==> src/rtl/wsched_pkg.sv <==
package wsched_pkg;
   typedef enum logic [1:0] {
      PAIR_NONE = 2'd0,
      PAIR_ONE  = 2'd1,
      PAIR_TWO  = 2'd2
   } pair_e;
endpackage

==> src/rtl/wsched_slot_table.sv <==
module wsched_slot_table #(
   parameter int NUM_SLOTS = 8,
   parameter int WID_W     = 6,
   localparam int SLOT_W   = $clog2(NUM_SLOTS)
) (
   input  logic                       clk,
   input  logic                       rst_n,
   input  logic                       adm_en,
   input  logic [SLOT_W-1:0]          adm_slot,
   input  logic [WID_W-1:0]           adm_wid,
   input  logic                       ret_en,
   input  logic [SLOT_W-1:0]          ret_slot,
   output logic [NUM_SLOTS-1:0]       resident,
   output logic [NUM_SLOTS*WID_W-1:0] wid_flat
);
   for (genvar s = 0; s < NUM_SLOTS; s++) begin : g_slot
      // retire has priority; admit only lands in a free slot
      always_ff @(posedge clk or negedge rst_n) begin
         if (!rst_n) begin
            resident[s]               <= 1'b0;
            wid_flat[s*WID_W +: WID_W] <= '0;
         end else if (ret_en && ret_slot == SLOT_W'(s)) begin
            resident[s] <= 1'b0;
         end else if (adm_en && adm_slot == SLOT_W'(s) && !resident[s]) begin
            resident[s]               <= 1'b1;
            wid_flat[s*WID_W +: WID_W] <= adm_wid;
         end
      end
   end
endmodule

==> src/rtl/wsched_pair_check.sv <==
module wsched_pair_check
   import wsched_pkg::*;
#(
   parameter int NUM_SLOTS   = 8,
   parameter int NUM_CLASSES = 4,
   localparam int CLS_W      = $clog2(NUM_CLASSES)
) (
   input  logic [NUM_SLOTS-1:0]       resident,
   input  logic [NUM_SLOTS-1:0]       ready,
   input  logic [NUM_SLOTS*CLS_W-1:0] cls0,
   input  logic [NUM_SLOTS*CLS_W-1:0] cls1,
   input  logic [NUM_SLOTS-1:0]       dep,
   input  logic [NUM_CLASSES-1:0]     busy,
   output pair_e                      kind [NUM_SLOTS]
);
   for (genvar s = 0; s < NUM_SLOTS; s++) begin : g_lane
      logic [CLS_W-1:0] c0, c1;
      logic             go0, go1;
      assign c0  = cls0[s*CLS_W +: CLS_W];
      assign c1  = cls1[s*CLS_W +: CLS_W];
      assign go0 = resident[s] & ready[s] & ~busy[c0];
      assign go1 = go0 & ~dep[s] & (c1 != c0) & ~busy[c1];
      always_comb begin
         if (go1)      kind[s] = PAIR_TWO;
         else if (go0) kind[s] = PAIR_ONE;
         else          kind[s] = PAIR_NONE;
      end
   end
endmodule

==> src/rtl/wsched_rr_pick.sv <==
module wsched_rr_pick #(
   parameter int N  = 8,
   localparam int IW = $clog2(N)
) (
   input  logic [N-1:0]  req,
   input  logic [IW-1:0] last,
   output logic          found,
   output logic [IW-1:0] idx
);
   always_comb begin
      found = 1'b0;
      idx   = last;
      for (int k = 1; k <= N; k++) begin
         if (!found && req[(int'(last) + k) % N]) begin
            found = 1'b1;
            idx   = IW'((int'(last) + k) % N);
         end
      end
   end
endmodule

==> src/rtl/dual_issue_warp_sched.sv <==
module dual_issue_warp_sched
   import wsched_pkg::*;
#(
   parameter int NUM_SLOTS   = 8,
   parameter int WID_W       = 6,
   parameter int NUM_CLASSES = 4,
   localparam int SLOT_W     = $clog2(NUM_SLOTS),
   localparam int CLS_W      = $clog2(NUM_CLASSES)
) (
   input  logic                       clk,
   input  logic                       rst_n,
   input  logic                       adm_en,
   input  logic [SLOT_W-1:0]          adm_slot,
   input  logic [WID_W-1:0]           adm_wid,
   input  logic                       ret_en,
   input  logic [SLOT_W-1:0]          ret_slot,
   input  logic [NUM_SLOTS-1:0]       warp_ready,
   input  logic [NUM_SLOTS*CLS_W-1:0] lane0_cls,
   input  logic [NUM_SLOTS*CLS_W-1:0] lane1_cls,
   input  logic [NUM_SLOTS-1:0]       lane1_dep,
   input  logic [NUM_CLASSES-1:0]     unit_busy,
   output logic                       iss_valid,
   output logic [SLOT_W-1:0]          iss_slot,
   output logic [WID_W-1:0]           iss_wid,
   output logic                       iss_lane0,
   output logic                       iss_lane1
);
   if (NUM_SLOTS < 2 || (1 << SLOT_W) != NUM_SLOTS) begin : g_bad_slots
      $error("NUM_SLOTS must be a power of two, at least 2");
   end
   if (NUM_CLASSES < 2 || (1 << CLS_W) != NUM_CLASSES) begin : g_bad_cls
      $error("NUM_CLASSES must be a power of two, at least 2");
   end
   if (WID_W < 1) begin : g_bad_wid
      $error("WID_W must be at least 1");
   end

   logic [NUM_SLOTS-1:0]       resident;
   logic [NUM_SLOTS*WID_W-1:0] wid_flat;
   pair_e                      kind [NUM_SLOTS];
   logic [NUM_SLOTS-1:0]       elig;
   logic                       found;
   logic [SLOT_W-1:0]          pick, last_q;

   wsched_slot_table #(.NUM_SLOTS(NUM_SLOTS), .WID_W(WID_W)) u_table (
      .clk(clk), .rst_n(rst_n),
      .adm_en(adm_en), .adm_slot(adm_slot), .adm_wid(adm_wid),
      .ret_en(ret_en), .ret_slot(ret_slot),
      .resident(resident), .wid_flat(wid_flat)
   );

   wsched_pair_check #(.NUM_SLOTS(NUM_SLOTS), .NUM_CLASSES(NUM_CLASSES)) u_pair (
      .resident(resident), .ready(warp_ready),
      .cls0(lane0_cls), .cls1(lane1_cls), .dep(lane1_dep),
      .busy(unit_busy), .kind(kind)
   );

   for (genvar s = 0; s < NUM_SLOTS; s++) begin : g_elig
      assign elig[s] = (kind[s] != PAIR_NONE);
   end

   wsched_rr_pick #(.N(NUM_SLOTS)) u_pick (
      .req(elig), .last(last_q), .found(found), .idx(pick)
   );

   // pointer starts at the top slot so the first search begins at slot 0
   always_ff @(posedge clk or negedge rst_n) begin
      if (!rst_n) begin
         last_q    <= SLOT_W'(NUM_SLOTS - 1);
         iss_valid <= 1'b0;
         iss_slot  <= '0;
         iss_wid   <= '0;
         iss_lane0 <= 1'b0;
         iss_lane1 <= 1'b0;
      end else begin
         if (found) last_q <= pick;    // held when nothing issues
         iss_valid <= found;
         iss_slot  <= found ? pick : '0;
         iss_wid   <= found ? wid_flat[pick*WID_W +: WID_W] : '0;
         iss_lane0 <= found;
         iss_lane1 <= found && (kind[pick] == PAIR_TWO);
      end
   end
endmodule

==> config.mk <==
export PLATFORM = sky130hd
export DESIGN_NAME = dual_issue_warp_sched
export DESIGN_NICKNAME = d
export VERILOG_FILES = /design/src/rtl/wsched_pkg.sv /design/src/rtl/wsched_slot_table.sv /design/src/rtl/wsched_pair_check.sv /design/src/rtl/wsched_rr_pick.sv /design/src/rtl/dual_issue_warp_sched.sv
export SDC_FILE = /design/constraint.sdc
export NUM_CORES = 1
export LEC_CHECK = 0
export BUFFER_PORTS_ARGS = -buffer_cell sky130_fd_sc_hd__buf_2
export CORE_ASPECT_RATIO = 1.1
export CORE_MARGIN = 10
export CORE_UTILIZATION = 60
export DETAILED_ROUTE_END_ITERATION = 8
export HOLD_SLACK_MARGIN = 0.06
export PLACE_DENSITY = 0.84
export SYNTH_ARGS = -nofsm -noshare
export SYNTH_HDL_FRONTEND = slang
export SYNTH_SLANG_ARGS = --single-unit
==> constraint.sdc <==
create_clock -name clk -period 6.3 [get_ports clk]
set_input_delay 1.26 -clock clk [delete_from_list [all_inputs] [get_ports clk]]
set_output_delay 1.26 -clock clk [all_outputs]
set_load 0.1 [all_outputs]
# [Word-level counts from Yosys, hierarchy flattened]
# Index checks and enable logic that the tools add are counted.
[word_totals] in_bits=68 ff_bits=70 elab_cells=350 output_inout_bits=12
[op_classes] bitwise=81 reduce_logical=81 add_sub_neg=8 n_mul=1 order_cmp=25 muxes=109 shifts=1 eq_ne=23
[op_table] operator="$mux 1" n=64
[op_table] operator="$lt 2x3->1 const B" n=16
[op_table] operator="$shiftx 48x7->6" n=1
[op_table] operator="$and 1x1->1" n=40
[op_table] operator="$lt 4x5->1 const B" n=8
[op_table] operator="$bmux 1 s2" n=16
[op_table] operator="$logic_and 1x1->1" n=32
[op_table] operator="$not 1->1" n=32
[op_table] operator="$reduce_bool 2->1" n=16
[op_table] operator="$mux 3" n=9
[op_table] operator="$bmux 1 s3" n=8
[op_table] operator="$eq 3x3->1 const B" n=8
[op_table] operator="$reduce_or 3->1" n=8
[op_table] operator="$mux 2" n=10
[op_table] operator="$ne 2x2->1" n=8
[op_table] operator="$reduce_and 2->1" n=8
[op_table] operator="$logic_not 1->1" n=15
[op_table] operator="$add 3x3->3 const B" n=4
[op_table] operator="$eq 3x2->1 const B" n=4
[op_table] operator="$and 1x1->1 const A" n=8
[op_table] operator="$add 3x1->3 const B" n=2
[op_table] operator="$add 3x2->3 const B" n=2
[op_table] operator="$bmux 2 s3" n=1
[op_table] operator="$eq 3x1->1 const B" n=2
[op_table] operator="6 further kinds" n=7

# [Depth between registers and ports, before layout]
[logic_depth] word_depth=40 depth_mapped=16 mapped_depth_nobuf=13

# [Hierarchy]
# A second synthesis with hierarchy kept.
[unflattened] cells_unflattened=409 area_unflattened_um2=5153.7
[by_module_without_submodules] module="wsched_slot_table" instances=1 cells_per_inst=147 area_per_inst_um2=2347.3 seq_area_each_um2=1401.3
[by_module_without_submodules] module="wsched_rr_pick" instances=1 cells_per_inst=102 area_per_inst_um2=965.9 seq_area_each_um2=0.0
[by_module_without_submodules] module="dual_issue_warp_sched" instances=1 cells_per_inst=68 area_per_inst_um2=935.9 seq_area_each_um2=354.1
[by_module_without_submodules] module="wsched_pair_check" instances=1 cells_per_inst=92 area_per_inst_um2=904.6 seq_area_each_um2=0.0

# [Least setup slack after synthesis]
# OpenSTA, ideal clock, no wires.
[synth_timing] kind="input -> register" from="input port unit_busy[2]" to="register iss_wid[0]" arrival_ns=4.279 setup_ns=0.121 path_buffers=2 path_slack_ns=1.901 required_time_ns=6.179 cell_stages=10 path_cell_list="buf_2 -> mux2_2 -> o22a_1 -> mux4_1 -> mux2_2 -> o311a_4 -> xnor2_4 -> buf_12 -> mux4_2 -> a22o_1"
[synth_via] elab_chain_len=37 elab_cells_between_ends=161 classes_between="mul (1); shift (1); mux (89); bitwise (48); reduce/logical (22)"
[synth_lines] element="start, declared" line_no="dual_issue_warp_sched.sv:21" text="input logic [NUM_CLASSES-1:0] unit_busy,"
[synth_lines] element="$bmux 1 s2" line_no="wsched_pair_check.sv:21" text="assign go0 = resident[s] & ready[s] & ~busy[c0];"
[synth_lines] element="$mux 1 (implied by the code)" line_no="wsched_pair_check.sv:21"
[synth_lines] element="$not 1->1" line_no="wsched_pair_check.sv:21"
[synth_lines] element="$and 1x1->1" line_no="wsched_pair_check.sv:21"
[synth_lines] element="$and 1x1->1 (3 in a row)" line_no="wsched_pair_check.sv:22" text="assign go1 = go0 & ~dep[s] & (c1 != c0) & ~busy[c1];"
[synth_lines] element="$mux 2" line_no="wsched_pair_check.sv:24" text="if (go1) kind[s] = PAIR_TWO;"
[synth_lines] element="$reduce_bool 2->1" line_no="dual_issue_warp_sched.sv:59" text="assign elig[s] = (kind[s] != PAIR_NONE);"
[synth_lines] element="$bmux 1 s3" line_no="wsched_rr_pick.sv:14" text="if (!found && req[(int'(last) + k) % N]) begin"
[synth_lines] element="[... 19 more ...]"
[synth_lines] element="$logic_and 1x1->1" line_no="wsched_rr_pick.sv:14"
[synth_lines] element="$mux 1" line_no="wsched_rr_pick.sv:14"
[synth_lines] element="$logic_not 1->1" line_no="wsched_rr_pick.sv:14"
[synth_lines] element="$logic_and 1x1->1" line_no="wsched_rr_pick.sv:14"
[synth_lines] element="$mux 3" line_no="wsched_rr_pick.sv:14"
[synth_lines] element="$mul 3x2->5" line_no="dual_issue_warp_sched.sv:79" text="iss_wid <= found ? wid_flat[pick*WID_W +: WID_W] : '0;"
[synth_lines] element="$shiftx 48x7->6" line_no="dual_issue_warp_sched.sv:79"
[synth_lines] element="$mux 6 (*)" line_no="dual_issue_warp_sched.sv:79"
[synth_lines] element="end signal, assigned" line_no="dual_issue_warp_sched.sv:79"
[synth_lines] element="end, declared" line_no="dual_issue_warp_sched.sv:24" text="output logic [WID_W-1:0] iss_wid,"
# Mark *: on every way between the ends. The rest lies on a longest branch, timed or not. The select of a mux whose other input is x is not followed.
# A chain may end at the register's enable or synchronous reset.

# [Final worst setup path]
[layout_timing] from="register last_q[0]" to="register iss_wid[1]"
[layout_via] elab_chain_len=29 elab_cells_between_ends=65 classes_between="add/sub (8); mul (1); shift (1); mux (41); reduce/logical (14)"
[layout_lines] element="start, declared" line_no="dual_issue_warp_sched.sv:43" text="logic [SLOT_W-1:0] pick, last_q;"
[layout_lines] element="start signal, assigned" line_no="dual_issue_warp_sched.sv:69" text="last_q <= SLOT_W'(NUM_SLOTS - 1);"
[layout_lines] element="start signal, assigned" line_no="dual_issue_warp_sched.sv:76" text="if (found) last_q <= pick;"
[layout_lines] element="$add 3x1->3" line_no="wsched_rr_pick.sv:14, wsched_rr_pick.sv:16"
[layout_lines] element="$bmux 1 s3" line_no="wsched_rr_pick.sv:14"
[layout_lines] element="$mux 1 (implied by the code) (2 in a row)" line_no="wsched_rr_pick.sv:14"
[layout_lines] element="$mux 1" line_no="wsched_rr_pick.sv:14"
[layout_lines] element="$logic_not 1->1" line_no="wsched_rr_pick.sv:14"
[layout_lines] element="$logic_and 1x1->1" line_no="wsched_rr_pick.sv:14"
[layout_lines] element="$mux 1" line_no="wsched_rr_pick.sv:14"
[layout_lines] element="$logic_not 1->1" line_no="wsched_rr_pick.sv:14"
[layout_lines] element="[... 12 more ...]"
[layout_lines] element="$logic_and 1x1->1" line_no="wsched_rr_pick.sv:14"
[layout_lines] element="$mux 1" line_no="wsched_rr_pick.sv:14"
[layout_lines] element="$logic_not 1->1" line_no="wsched_rr_pick.sv:14"
[layout_lines] element="$logic_and 1x1->1" line_no="wsched_rr_pick.sv:14"
[layout_lines] element="$mux 3" line_no="wsched_rr_pick.sv:14"
[layout_lines] element="$mul 3x2->5" line_no="dual_issue_warp_sched.sv:79"
[layout_lines] element="$shiftx 48x7->6" line_no="dual_issue_warp_sched.sv:79"
[layout_lines] element="$mux 6 (*)" line_no="dual_issue_warp_sched.sv:79"
# Marked as above.

==> results_dict.tcl <==
set metrics [dict create \
    outcome "completed" \
    synth_top_area_share_pct 32.5 \
    ys.flop_type "dfrtp_1" \
    ys_seq_elements 70 \
    hold_class "reg -> reg" \
    port_buffers 79 \
    worst_setup_path_end_kind "flip-flop" \
    yosysTopAreaCell "dfrtp_1" \
    synth.avg_cell_area_um2 11.8 \
    critical_path_required_ns 6.53 \
    first_pass_iters 8 \
    synthMuxAreaShare_pct 32.1 \
    fill_cells 615 \
    hold_viol_final 0 \
    synth_compound_area_share_pct 13.1 \
    relSlewSlack_pct 8.51 \
    setup_viol 0 \
    min_period_over_period_pct 78.9 \
    viasPerCell 6.58 \
    antenna_found_initial 0 \
    drc 0 \
    die_w_um 108 \
    fin_crit_ns 4.97 \
    synth_top_family_by_area "multiplexers" \
    setup_tns_ns 0 \
    grt_max_degree 71 \
    synth-edff-count 0 \
    synthAdderAreaFrac_pct 0.485 \
    fmax_ghz 0.201 \
    grt_overflow_total 0 \
    rr_endpoint "iss_wid[1]" \
    syn-num-nets 509 \
    htreeDepth 3 \
    start_kind "flip-flop" \
    crit_arrival_ns 5.20 \
    core_area_mm2 0.00836 \
    grt_pass1_vias 4241 \
    post_cts_buffers 0 \
    tightest_slew_ns 1.34 \
    worst-setup-path-type "reg -> reg" \
    ys_seq_area_share_pct 34.0 \
    fin_area_mm2 0.00579 \
    dpl.hpwl_um 10300 \
    power_density_mw_per_mm2 570 \
    yosysMostFrequentCell "dfrtp_1" \
    cts_tree "yes" \
    wl_per_cell_um 21.7 \
    synthSimpleGateAreaFrac_pct 13.3 \
    cts_root_buf "clkbuf_8" \
    worst_ir_drop_vdd_mv 0.390 \
    multiInputGateArea_mm2 0.00328 \
    nets 583 \
    dp_slack_ns 1.26 \
    syn2layout_area_growth_pct 12.3 \
    synth_xor_area_share_pct 4.10 \
    synth_area_mm2 0.00516 \
    async_flop_share_pct 100 \
    slew_viol_final 0 \
    synth.top_cells.by_area "dfrtp_1 (32%), mux2_2 (13%), mux4_2 (8.3%)" \
    post_cts_resized 0 \
    totalWireLength_um 13600 \
    die_area_mm2 0.0127 \
    yosysUniqueCellTypes 66 \
    r2r-start "last_q[0]" \
    n_antenna_cell 0 \
    cts_buffer_depth 2 \
    yosys_warnings 0 \
    clk_pin_slew_ns 0.07 \
    synthCells 439 \
    reg2reg_depth 11 \
    clock_sinks 70 \
    placed_area_mm2 0.00563 \
    rows 35 \
    power_leakage_uw 0.00248 \
    vias 4140 \
    hold_end "u_table.wid_flat[14]" \
    insertion_delay_ns 0.34 \
    worstHoldStart "u_table.wid_flat[14]" \
    postCtsHoldBufs 0 \
    synth_common_cells "dfrtp_1 (67), mux2_2 (59), nor2_1 (38), mux2i_1 (23), nand2_1 (21)" \
    die_h_um 117 \
    utilization_pct 69.3 \
    gp_congestion 1.01 \
    io_pins 80 \
    holdPathStages 1 \
    ant_nets 0 \
    critPathMaxFanout 22 \
    grt_pass1_wl_um 21900 \
    drive_gt1_share_pct 39.2 \
    cap_violations 0 \
    fin_skew_ns 0.00660 \
    rsz0062_at_grt "false" \
    worst_slack_ns 1.33 \
    seqCellArea_mm2 0.00176 \
    numCtsBuffers 9 \
    start_util_pct 61.7 \
    reg2reg_slack_ns 1.33 \
    drtIter0Drc 249 \
    grt_usage_pct 22.2 \
]
==> power breakdown <==
group / internal (µW) / switching [µW]
clock: 152 / 162
sequential: 636 / 148
combinational: 1000 / 1210
total: 1790 / 1520
==> critical path: stages (launching register included) <==
cell and delay, ns:
dfstp_2 0.92, inv_6 0.17, ha_1 0.39, xor2_4 0.30, nand2_1 0.09, o221a_1 0.26
a222oi_1 0.58, nand4b_4 0.19, o311a_4 0.43, xnor2_4 0.63, mux4_1 0.64, a22o_1 0.25
==> layer usage <==
layer | global-route usage, % | share of wire, % | vias to the layer above
met5 | 0 | 0 | -
met4 | 11.5 | 3.9 | 0
met3 | 4.05 | 7.1 | 45
met2 | 39.5 | 51 | 167
met1 | 24.7 | 38 | 2052
li1 | - | - | 1876
==> through the flow <==
step / std cells / hold WS (ns) / total power, µW
6_report: 629 / 0.504 / 3310
3_5_place_dp: 613 / 0.490 / 2990
3_3_place_gp: 613 / 0.482 / 2920
5_1_grt: 629 / 0.517 / 3510
4_1_cts: 629 / 0.507 / 3310
2_1_floorplan: 439 / 0.472 / 2610
==> flip-flops by register name (all words and copies together), names as in the netlist <==
signal and count:
last_q 3, iss_wid 6, u_table.wid_flat 48, iss_slot 3
iss_lane1 1, iss_lane0 1, u_table.resident 8
==> cell usage in the layout (no fill, tap or decap), drive strengths merged, types with 3 or more instances in the layout <==
cell,n
dfstp,3
o21ai,4
inv,5
nor4,7
xnor2,18
and3,8
a22oi,10
buf,83
nor3,7
a221oi,5
nor2b,11
mux2,60
a21oi,5
nand3,8
o22a,4
clkbuf,12
o22ai,6
and3b,4
o221a,3
a22o,8
mux2i,25
clkinv,3
dfrtp,67
nand2,21
nor2,38
a211oi,7
a2111oi,5
nand3b,6
a31oi,5
mux4,30
nand2b,10
==> cell type report <==
class,instances,area share (%)
sequential,70,30.3
tap,111,2.40
clock buffer,12,2.50
multi-input combinational,344,56.7
timing repair buffer,83,7.34
inverter,5,0.410
clock inverter,4,0.389
==> how the worst max path moves through the flow <==
| stage | start | endpoint | slack, ns | cells past startpoint |
|---|---|---|---|---|
| 6_report | last_q[0] | iss_wid[1] | 1.33 | 11 |
| 3_5_place_dp | unit_busy[3] | iss_wid[1] | 1.26 | 10 |
| 3_3_place_gp | unit_busy[1] | iss_wid[0] | 1.35 | 10 |
| 2_1_floorplan | unit_busy[2] | iss_wid[0] | 1.90 | 10 |
| 4_1_cts | last_q[0] | iss_wid[1] | 1.35 | 11 |
| 5_1_grt | last_q[0] | iss_wid[0] | 1.02 | 11 |
==> kinds of logic after synthesis <==
family,count (synthesis)
simple gates,129
buf+inv,25
fa+ha+maj,2
compound gates,79
flops,70
mux,115
xor+xnor,19
No activity file was read; power rests on OpenSTA's default activity.
